<file path="config.mk">
export PLATFORM = sky130hd
export DESIGN_NAME = fp_compare_flags
export DESIGN_NICKNAME = d
export VERILOG_FILES = /design/src/rtl/fpcmp_pkg.sv /design/src/rtl/fpcmp_classify.sv /design/src/rtl/fpcmp_order.sv /design/src/rtl/fpcmp_result_reg.sv /design/src/rtl/fp_compare_flags.sv
export SDC_FILE = /design/constraint.sdc
export NUM_CORES = 1
export LEC_CHECK = 0
export ABC_AREA = 1
export BUFFER_PORTS_ARGS = -buffer_cell sky130_fd_sc_hd__buf_2
export CAP_MARGIN = 20
export CORE_UTILIZATION = 45
export DETAILED_ROUTE_END_ITERATION = 8
export GPL_TIMING_DRIVEN = 0
export PLACE_DENSITY = 0.8
export SLEW_MARGIN = 20
export SYNTH_ARGS = -nofsm -noshare
export SYNTH_HDL_FRONTEND = slang
export SYNTH_SLANG_ARGS = --single-unit
</file>
<file path="constraint.sdc">
create_clock -name clk -period 2.1 [get_ports clk]
set_input_delay 0.105 -clock clk [delete_from_list [all_inputs] [get_ports clk]]
set_output_delay 0.105 -clock clk [all_outputs]
set_load 0.05 [all_outputs]
</file>
<file path="src/rtl/fpcmp_pkg.sv">
package fpcmp_pkg;

  typedef enum logic [1:0] {
    REL_LT = 2'd0,
    REL_EQ = 2'd1,
    REL_GT = 2'd2,
    REL_UN = 2'd3
  } rel_e;

  localparam logic [3:0] NZCV_LT = 4'b1000;
  localparam logic [3:0] NZCV_EQ = 4'b0110;
  localparam logic [3:0] NZCV_GT = 4'b0010;
  localparam logic [3:0] NZCV_UN = 4'b0011;

  function automatic logic [3:0] rel_to_nzcv(input rel_e r);
    case (r)
      REL_LT:  return NZCV_LT;
      REL_EQ:  return NZCV_EQ;
      REL_GT:  return NZCV_GT;
      default: return NZCV_UN;
    endcase
  endfunction

endpackage

</file>
<file path="src/rtl/fpcmp_classify.sv">
module fpcmp_classify #(
  parameter int EXP_W  = 8,
  parameter int FRAC_W = 23,
  localparam int W     = 1 + EXP_W + FRAC_W
) (
  input  logic [W-1:0] op,
  output logic         sign,
  output logic [W-2:0] mag,
  output logic         is_nan,
  output logic         is_snan,
  output logic         is_zero
);
  logic [EXP_W-1:0]  exp_f;
  logic [FRAC_W-1:0] frac_f;

  assign sign   = op[W-1];
  assign exp_f  = op[W-2:FRAC_W];
  assign frac_f = op[FRAC_W-1:0];
  // Exponent and fraction together give an unsigned key that is monotonic in magnitude
  assign mag     = op[W-2:0];
  assign is_nan  = (&exp_f) && (|frac_f);
  assign is_snan = is_nan && !frac_f[FRAC_W-1];
  assign is_zero = (exp_f == '0) && (frac_f == '0);
endmodule

</file>
<file path="src/rtl/fpcmp_order.sv">
module fpcmp_order
  import fpcmp_pkg::*;
#(
  parameter int MAG_W = 63
) (
  input  logic             sign_a,
  input  logic [MAG_W-1:0] mag_a,
  input  logic             nan_a,
  input  logic             zero_a,
  input  logic             sign_b,
  input  logic [MAG_W-1:0] mag_b,
  input  logic             nan_b,
  input  logic             zero_b,
  output rel_e             rel
);
  logic mag_lt;
  assign mag_lt = mag_a < mag_b;

  always_comb begin
    if (nan_a || nan_b)              rel = REL_UN;
    else if (zero_a && zero_b)       rel = REL_EQ;
    else if (sign_a != sign_b)       rel = sign_a ? REL_LT : REL_GT;
    else if (mag_a == mag_b)         rel = REL_EQ;
    else if (mag_lt ^ sign_a)        rel = REL_LT;
    else                             rel = REL_GT;
  end
endmodule

</file>
<file path="src/rtl/fpcmp_result_reg.sv">
module fpcmp_result_reg
  import fpcmp_pkg::*;
(
  input  logic       clk,
  input  logic       rst,
  input  logic       load,
  input  rel_e       rel,
  input  logic       raise_inv,
  output logic       res_valid,
  output logic [3:0] nzcv,
  output logic       invalid
);
  always_ff @(posedge clk) begin
    if (rst) begin
      res_valid <= 1'b0;
      nzcv      <= 4'b0000;
      invalid   <= 1'b0;
    end else begin
      res_valid <= load;
      if (load) begin
        nzcv    <= rel_to_nzcv(rel);
        invalid <= raise_inv;
      end
    end
  end

  // strobe follows request by one cycle
  p_valid_after_req_r7: assert property (@(posedge clk) disable iff (rst)
    load |=> res_valid);
  p_no_spurious_valid_r7: assert property (@(posedge clk) disable iff (rst)
    !load |=> !res_valid);
  // outputs hold without a request
  p_hold_idle_r8: assert property (@(posedge clk) disable iff (rst)
    !load |=> ($stable(nzcv) && $stable(invalid)));
  // only the four legal codes appear with a strobe
  p_legal_code_r3: assert property (@(posedge clk) disable iff (rst)
    res_valid |-> (nzcv == NZCV_LT || nzcv == NZCV_EQ ||
                   nzcv == NZCV_GT || nzcv == NZCV_UN));
  // invalid only ever accompanies an unordered code
  p_inv_unordered_r1: assert property (@(posedge clk) disable iff (rst)
    invalid |-> (nzcv == NZCV_UN));
endmodule

</file>
<file path="src/rtl/fp_compare_flags.sv">
module fp_compare_flags
  import fpcmp_pkg::*;
#(
  parameter int SP_EXP_W  = 8,
  parameter int SP_FRAC_W = 23,
  parameter int DP_EXP_W  = 11,
  parameter int DP_FRAC_W = 52,
  localparam int SW       = 1 + SP_EXP_W + SP_FRAC_W,
  localparam int DW       = 1 + DP_EXP_W + DP_FRAC_W
) (
  input  logic          clk,
  input  logic          rst,
  input  logic          cmp_valid,
  input  logic          wide_fmt,
  input  logic          sig_cmp,
  input  logic [DW-1:0] op_a,
  input  logic [DW-1:0] op_b,
  output logic          res_valid,
  output logic [3:0]    nzcv,
  output logic          invalid
);
  localparam int SMAG_W = SW - 1;
  localparam int DMAG_W = DW - 1;
  localparam int PAD_W  = DMAG_W - SMAG_W;

  logic [DW-1:0]     ops    [2];
  logic              n_sign [2], n_nan [2], n_snan [2], n_zero [2];
  logic [SMAG_W-1:0] n_mag  [2];
  logic              w_sign [2], w_nan [2], w_snan [2], w_zero [2];
  logic [DMAG_W-1:0] w_mag  [2];
  logic              s_sign [2], s_nan [2], s_snan [2], s_zero [2];
  logic [DMAG_W-1:0] s_mag  [2];

  assign ops[0] = op_a;
  assign ops[1] = op_b;

  for (genvar k = 0; k < 2; k++) begin : g_opnd
    fpcmp_classify #(.EXP_W(SP_EXP_W), .FRAC_W(SP_FRAC_W)) u_cls_n (
      .op      (ops[k][SW-1:0]),
      .sign    (n_sign[k]),
      .mag     (n_mag[k]),
      .is_nan  (n_nan[k]),
      .is_snan (n_snan[k]),
      .is_zero (n_zero[k])
    );
    fpcmp_classify #(.EXP_W(DP_EXP_W), .FRAC_W(DP_FRAC_W)) u_cls_w (
      .op      (ops[k]),
      .sign    (w_sign[k]),
      .mag     (w_mag[k]),
      .is_nan  (w_nan[k]),
      .is_snan (w_snan[k]),
      .is_zero (w_zero[k])
    );
    // Zero-extending the narrow key keeps its ordering within the narrow format
    assign s_sign[k] = wide_fmt ? w_sign[k] : n_sign[k];
    assign s_mag[k]  = wide_fmt ? w_mag[k]  : {{PAD_W{1'b0}}, n_mag[k]};
    assign s_nan[k]  = wide_fmt ? w_nan[k]  : n_nan[k];
    assign s_snan[k] = wide_fmt ? w_snan[k] : n_snan[k];
    assign s_zero[k] = wide_fmt ? w_zero[k] : n_zero[k];
  end

  rel_e rel;
  logic any_nan, any_snan, raise_inv;

  fpcmp_order #(.MAG_W(DMAG_W)) u_order (
    .sign_a (s_sign[0]),
    .mag_a  (s_mag[0]),
    .nan_a  (s_nan[0]),
    .zero_a (s_zero[0]),
    .sign_b (s_sign[1]),
    .mag_b  (s_mag[1]),
    .nan_b  (s_nan[1]),
    .zero_b (s_zero[1]),
    .rel    (rel)
  );

  assign any_nan   = s_nan[0]  || s_nan[1];
  assign any_snan  = s_snan[0] || s_snan[1];
  assign raise_inv = any_snan || (sig_cmp && any_nan);

  fpcmp_result_reg u_res (
    .clk       (clk),
    .rst       (rst),
    .load      (cmp_valid),
    .rel       (rel),
    .raise_inv (raise_inv),
    .res_valid (res_valid),
    .nzcv      (nzcv),
    .invalid   (invalid)
  );

  // a NaN operand always yields the unordered code
  p_nan_unordered_r1: assert property (@(posedge clk) disable iff (rst)
    (cmp_valid && any_nan) |=> (nzcv == NZCV_UN));
  // no NaN never yields unordered
  p_num_ordered_r1: assert property (@(posedge clk) disable iff (rst)
    (cmp_valid && !any_nan) |=> (nzcv != NZCV_UN));
  // quiet compare without a signalling NaN leaves invalid low
  p_quiet_no_inv_r4: assert property (@(posedge clk) disable iff (rst)
    (cmp_valid && !sig_cmp && !any_snan) |=> !invalid);
  // a signalling NaN raises invalid in either mode
  p_snan_inv_r4: assert property (@(posedge clk) disable iff (rst)
    (cmp_valid && any_snan) |=> invalid);
  // signalling compare raises invalid for any NaN
  p_sig_any_nan_r5: assert property (@(posedge clk) disable iff (rst)
    (cmp_valid && sig_cmp && any_nan) |=> invalid);
  // two zeros of any sign compare equal
  p_zeros_equal_r2: assert property (@(posedge clk) disable iff (rst)
    (cmp_valid && s_zero[0] && s_zero[1]) |=> (nzcv == NZCV_EQ));
endmodule

</file>
==> results.cfg <==
[run_status]
status = finished with violations
violations = DRC

[floorplanning]
die_area_um2 = 7210
io_pins = 139
start_util = 0.477
fp.dieW_um = 84.9
num_rows = 29
die_h_um = 84.9
core_um2 = 6490

[critical_path]
r2r_start = u_res.nzcv[3]
cp.required_ns = 2.22
crit_fanout = 17
slowest_delay_ns = 0.29
regToRegSetupSlack_ns = 1.44
crit_family = simple AND/OR/NAND/NOR gates
critical_path_class = in -> reg
crit_chain = buf_6, clkbuf_4, nand2_1, ha_1, nand2_1, nor2_2, nand3_1, nor2_1, nand3_1, nor2_1, nor2_2, a21oi_2, inv_1, nand2_1, nor2_2
worstPathArrival_ns = 2.02
r2r.worst_path.cells = 2
worst_setup_path_start_kind = input pin
critical_path.endpoint_type = register
path_buf_inv = 3
rr_endpoint = u_res.nzcv[3]
crit_path_top_delay_cell = ha_1

[run]
maxCapViolations = 0

[sta]
setup_viol = 0
min_period_ns = 1.90
hold_slack_ns = 0.0743
tightest_slew_ns = 0.243
fin_tns_setup_ns = 0
slew_headroom = 0.837
fmax_ghz = 0.526
fin_skew_ns = 0
period_share = 0.906
hold_violations = 0
slew_viol_final = 0
rsz0062_at_grt = no

[placement]
dpl_cell_area_um2 = 3880
gp_congestion = 0.926
hpwl_um = 8450
io_buffers = 137

[global_route]
grt_usage = 0.265
grt_max_degree = 11
use_met2 = 0.475
grt_overflow_total = 0
busiest_layer = met2
antenna_found_initial = 0
grt_util_met1 = 0.338
grt_pass1_wl_um = 16000
grt_pass1_vias = 3791
met3_usage = 0.0107

[clocking]
postCtsResizedCells = 3
clk_pin_slew_worst_paths_ns = 0.04
cts_tree = built
cts-buffers-inserted = 3
htreeDepth = 1
holdBufCountCts = 0
cts_max_path_buffers = 2
post_cts_buffers = 0
cts_root_buffer = clkbuf_8
cts_num_sinks = 6
clk_latency_ns = 0.22

[routing]
drc_errors = 9
num_vias = 4081
drt_iter0_drc = 252
dr.pass1.iters = 9
ant_nets = 0
avgRoutedWirePerCell_um = 11.5
via_per_inst = 5.00
wl_um = 9410

[min_path]
worst_hold_path.endpoint = u_res.nzcv[2]
hold_class = in -> reg
min-delay-start = rst
min_path_cells = 2

[cells_and_area]
design_area_um2 = 3940
drive_gt1_frac = 0.214
n_antenna_cell = 0
layout.nets = 938
area_delta_synth_final_pct = 27.1

[synthesis]
synth_area_per_cell_um2 = 5.15
ys_seq_area_frac = 0.0388
ys_ff_latch = 6
yosysWarnings = 0
synthesis.instances = 601
synth_cell_type_count = 23
syn_area_um2 = 3100
syn_nets = 797

[power_and_ir_drop]
p_per_area_nw_per_um2 = 252
p_leak_uw = 0.00251
peakVddDrop_uv = 341
power.total_uw = 992
## metrics by stage
stage,setup WS (ns),utilization,std cells
2_1_floorplan,0.0674,-,601
4_1_cts,0.00620,0.605,818
5_1_grt,0.00238,0.606,817
3_3_place_gp,-0.376,0.598,815
3_5_place_dp,-0.384,0.598,815
6_report,0.198,0.606,817
## metal layers
| layer | share of wire | up-vias |
|---|---|---|
| met5 | 0 | - |
| met4 | 0.028 | 0 |
| met3 | 0.051 | 25 |
| met2 | 0.47 | 150 |
| met1 | 0.45 | 1754 |
| li1 | - | 2152 |
## how the worst max path moves through the flow
stage / start / end / cells after the start
floorplan: wide_fmt / u_res.nzcv[1] / 17
global placement: wide_fmt / u_res.nzcv[1] / 17
detailed placement: wide_fmt / u_res.nzcv[3] / 17
CTS: wide_fmt / u_res.nzcv[3] / 17
global route: wide_fmt / u_res.nzcv[3] / 19
finish: wide_fmt / u_res.nzcv[3] / 15
## registers in the layout (all words and copies together) (netlist names)
name	flops
u_res.res_valid	1
u_res.invalid	1
u_res.nzcv	4
## where the power goes
part           internal, uW  switching, uW
logic                   284            407
registers               120           2.95
clock network           124           54.2
## cell type report
| type | count | area (um^2) |
|---|---|---|
| Buffer | 7 | 51.3 |
| Clock buffer | 3 | 41.3 |
| Fill cell | 677 | 2560 |
| Inverter | 104 | 393 |
| Multi-Input combinational cell | 483 | 2550 |
| Sequential cell | 6 | 120 |
| Tap cell | 77 | 96.3 |
| Timing Repair Buffer | 137 | 686 |
## cell families after synthesis
kind of cell             Yosys count  synth area share
flip-flops                         6            0.0388
buffers and inverters            112             0.139
AND/OR/NAND/NOR                  385             0.507
adder cells (fa/ha/maj)           63             0.255
AO/OA/AOI/OAI                     35            0.0606
## worst reg2reg max path, cell delays in order, from the launching register on
cell	delay, ns
dfxtp_1	0.31
o21ai_0	0.19
nor2_2	0.06
## synth_stat cells
library cell | n | area (um^2)
nand3_2 | 1 | 10.0
or3_1 | 1 | 6.26
inv_4 | 1 | 6.26
inv_1 | 103 | 387
o21ai_0 | 5 | 25.0
nand3_1 | 29 | 145
a21oi_1 | 25 | 125
a21o_1 | 2 | 15.0
nand4_1 | 14 | 87.6
ha_1 | 63 | 788
buf_6 | 1 | 11.3
or2_0 | 1 | 6.26
dfxtp_1 | 6 | 120
o21ai_1 | 1 | 5.00
nor2_2 | 4 | 25.0
a21oi_2 | 1 | 8.76
nand3_4 | 1 | 17.5
nor3_1 | 10 | 50.1
clkbuf_1 | 7 | 26.3
nand2_1 | 209 | 785
nor2_1 | 113 | 424
nand2_2 | 2 | 12.5
o221ai_1 | 1 | 8.76
## placed cells by master, fill, tap and decap left out, types with 4 or more instances in the layout
| cell type | netlist | routed |
|---|---|---|
| a21oi_1 | 25 | 25 |
| buf_2 | 0 | 139 |
| clkbuf_4 | 0 | 4 |
| dfxtp_1 | 6 | 6 |
| ha_1 | 63 | 63 |
| inv_1 | 103 | 103 |
| nand2_1 | 209 | 209 |
| nand3_1 | 29 | 29 |
| nand4_1 | 14 | 14 |
| nor2_1 | 113 | 112 |
| nor2_2 | 4 | 5 |
| nor3_1 | 10 | 10 |
| o21ai_0 | 5 | 5 |
No activity file was read; power rests on OpenSTA's default activity.
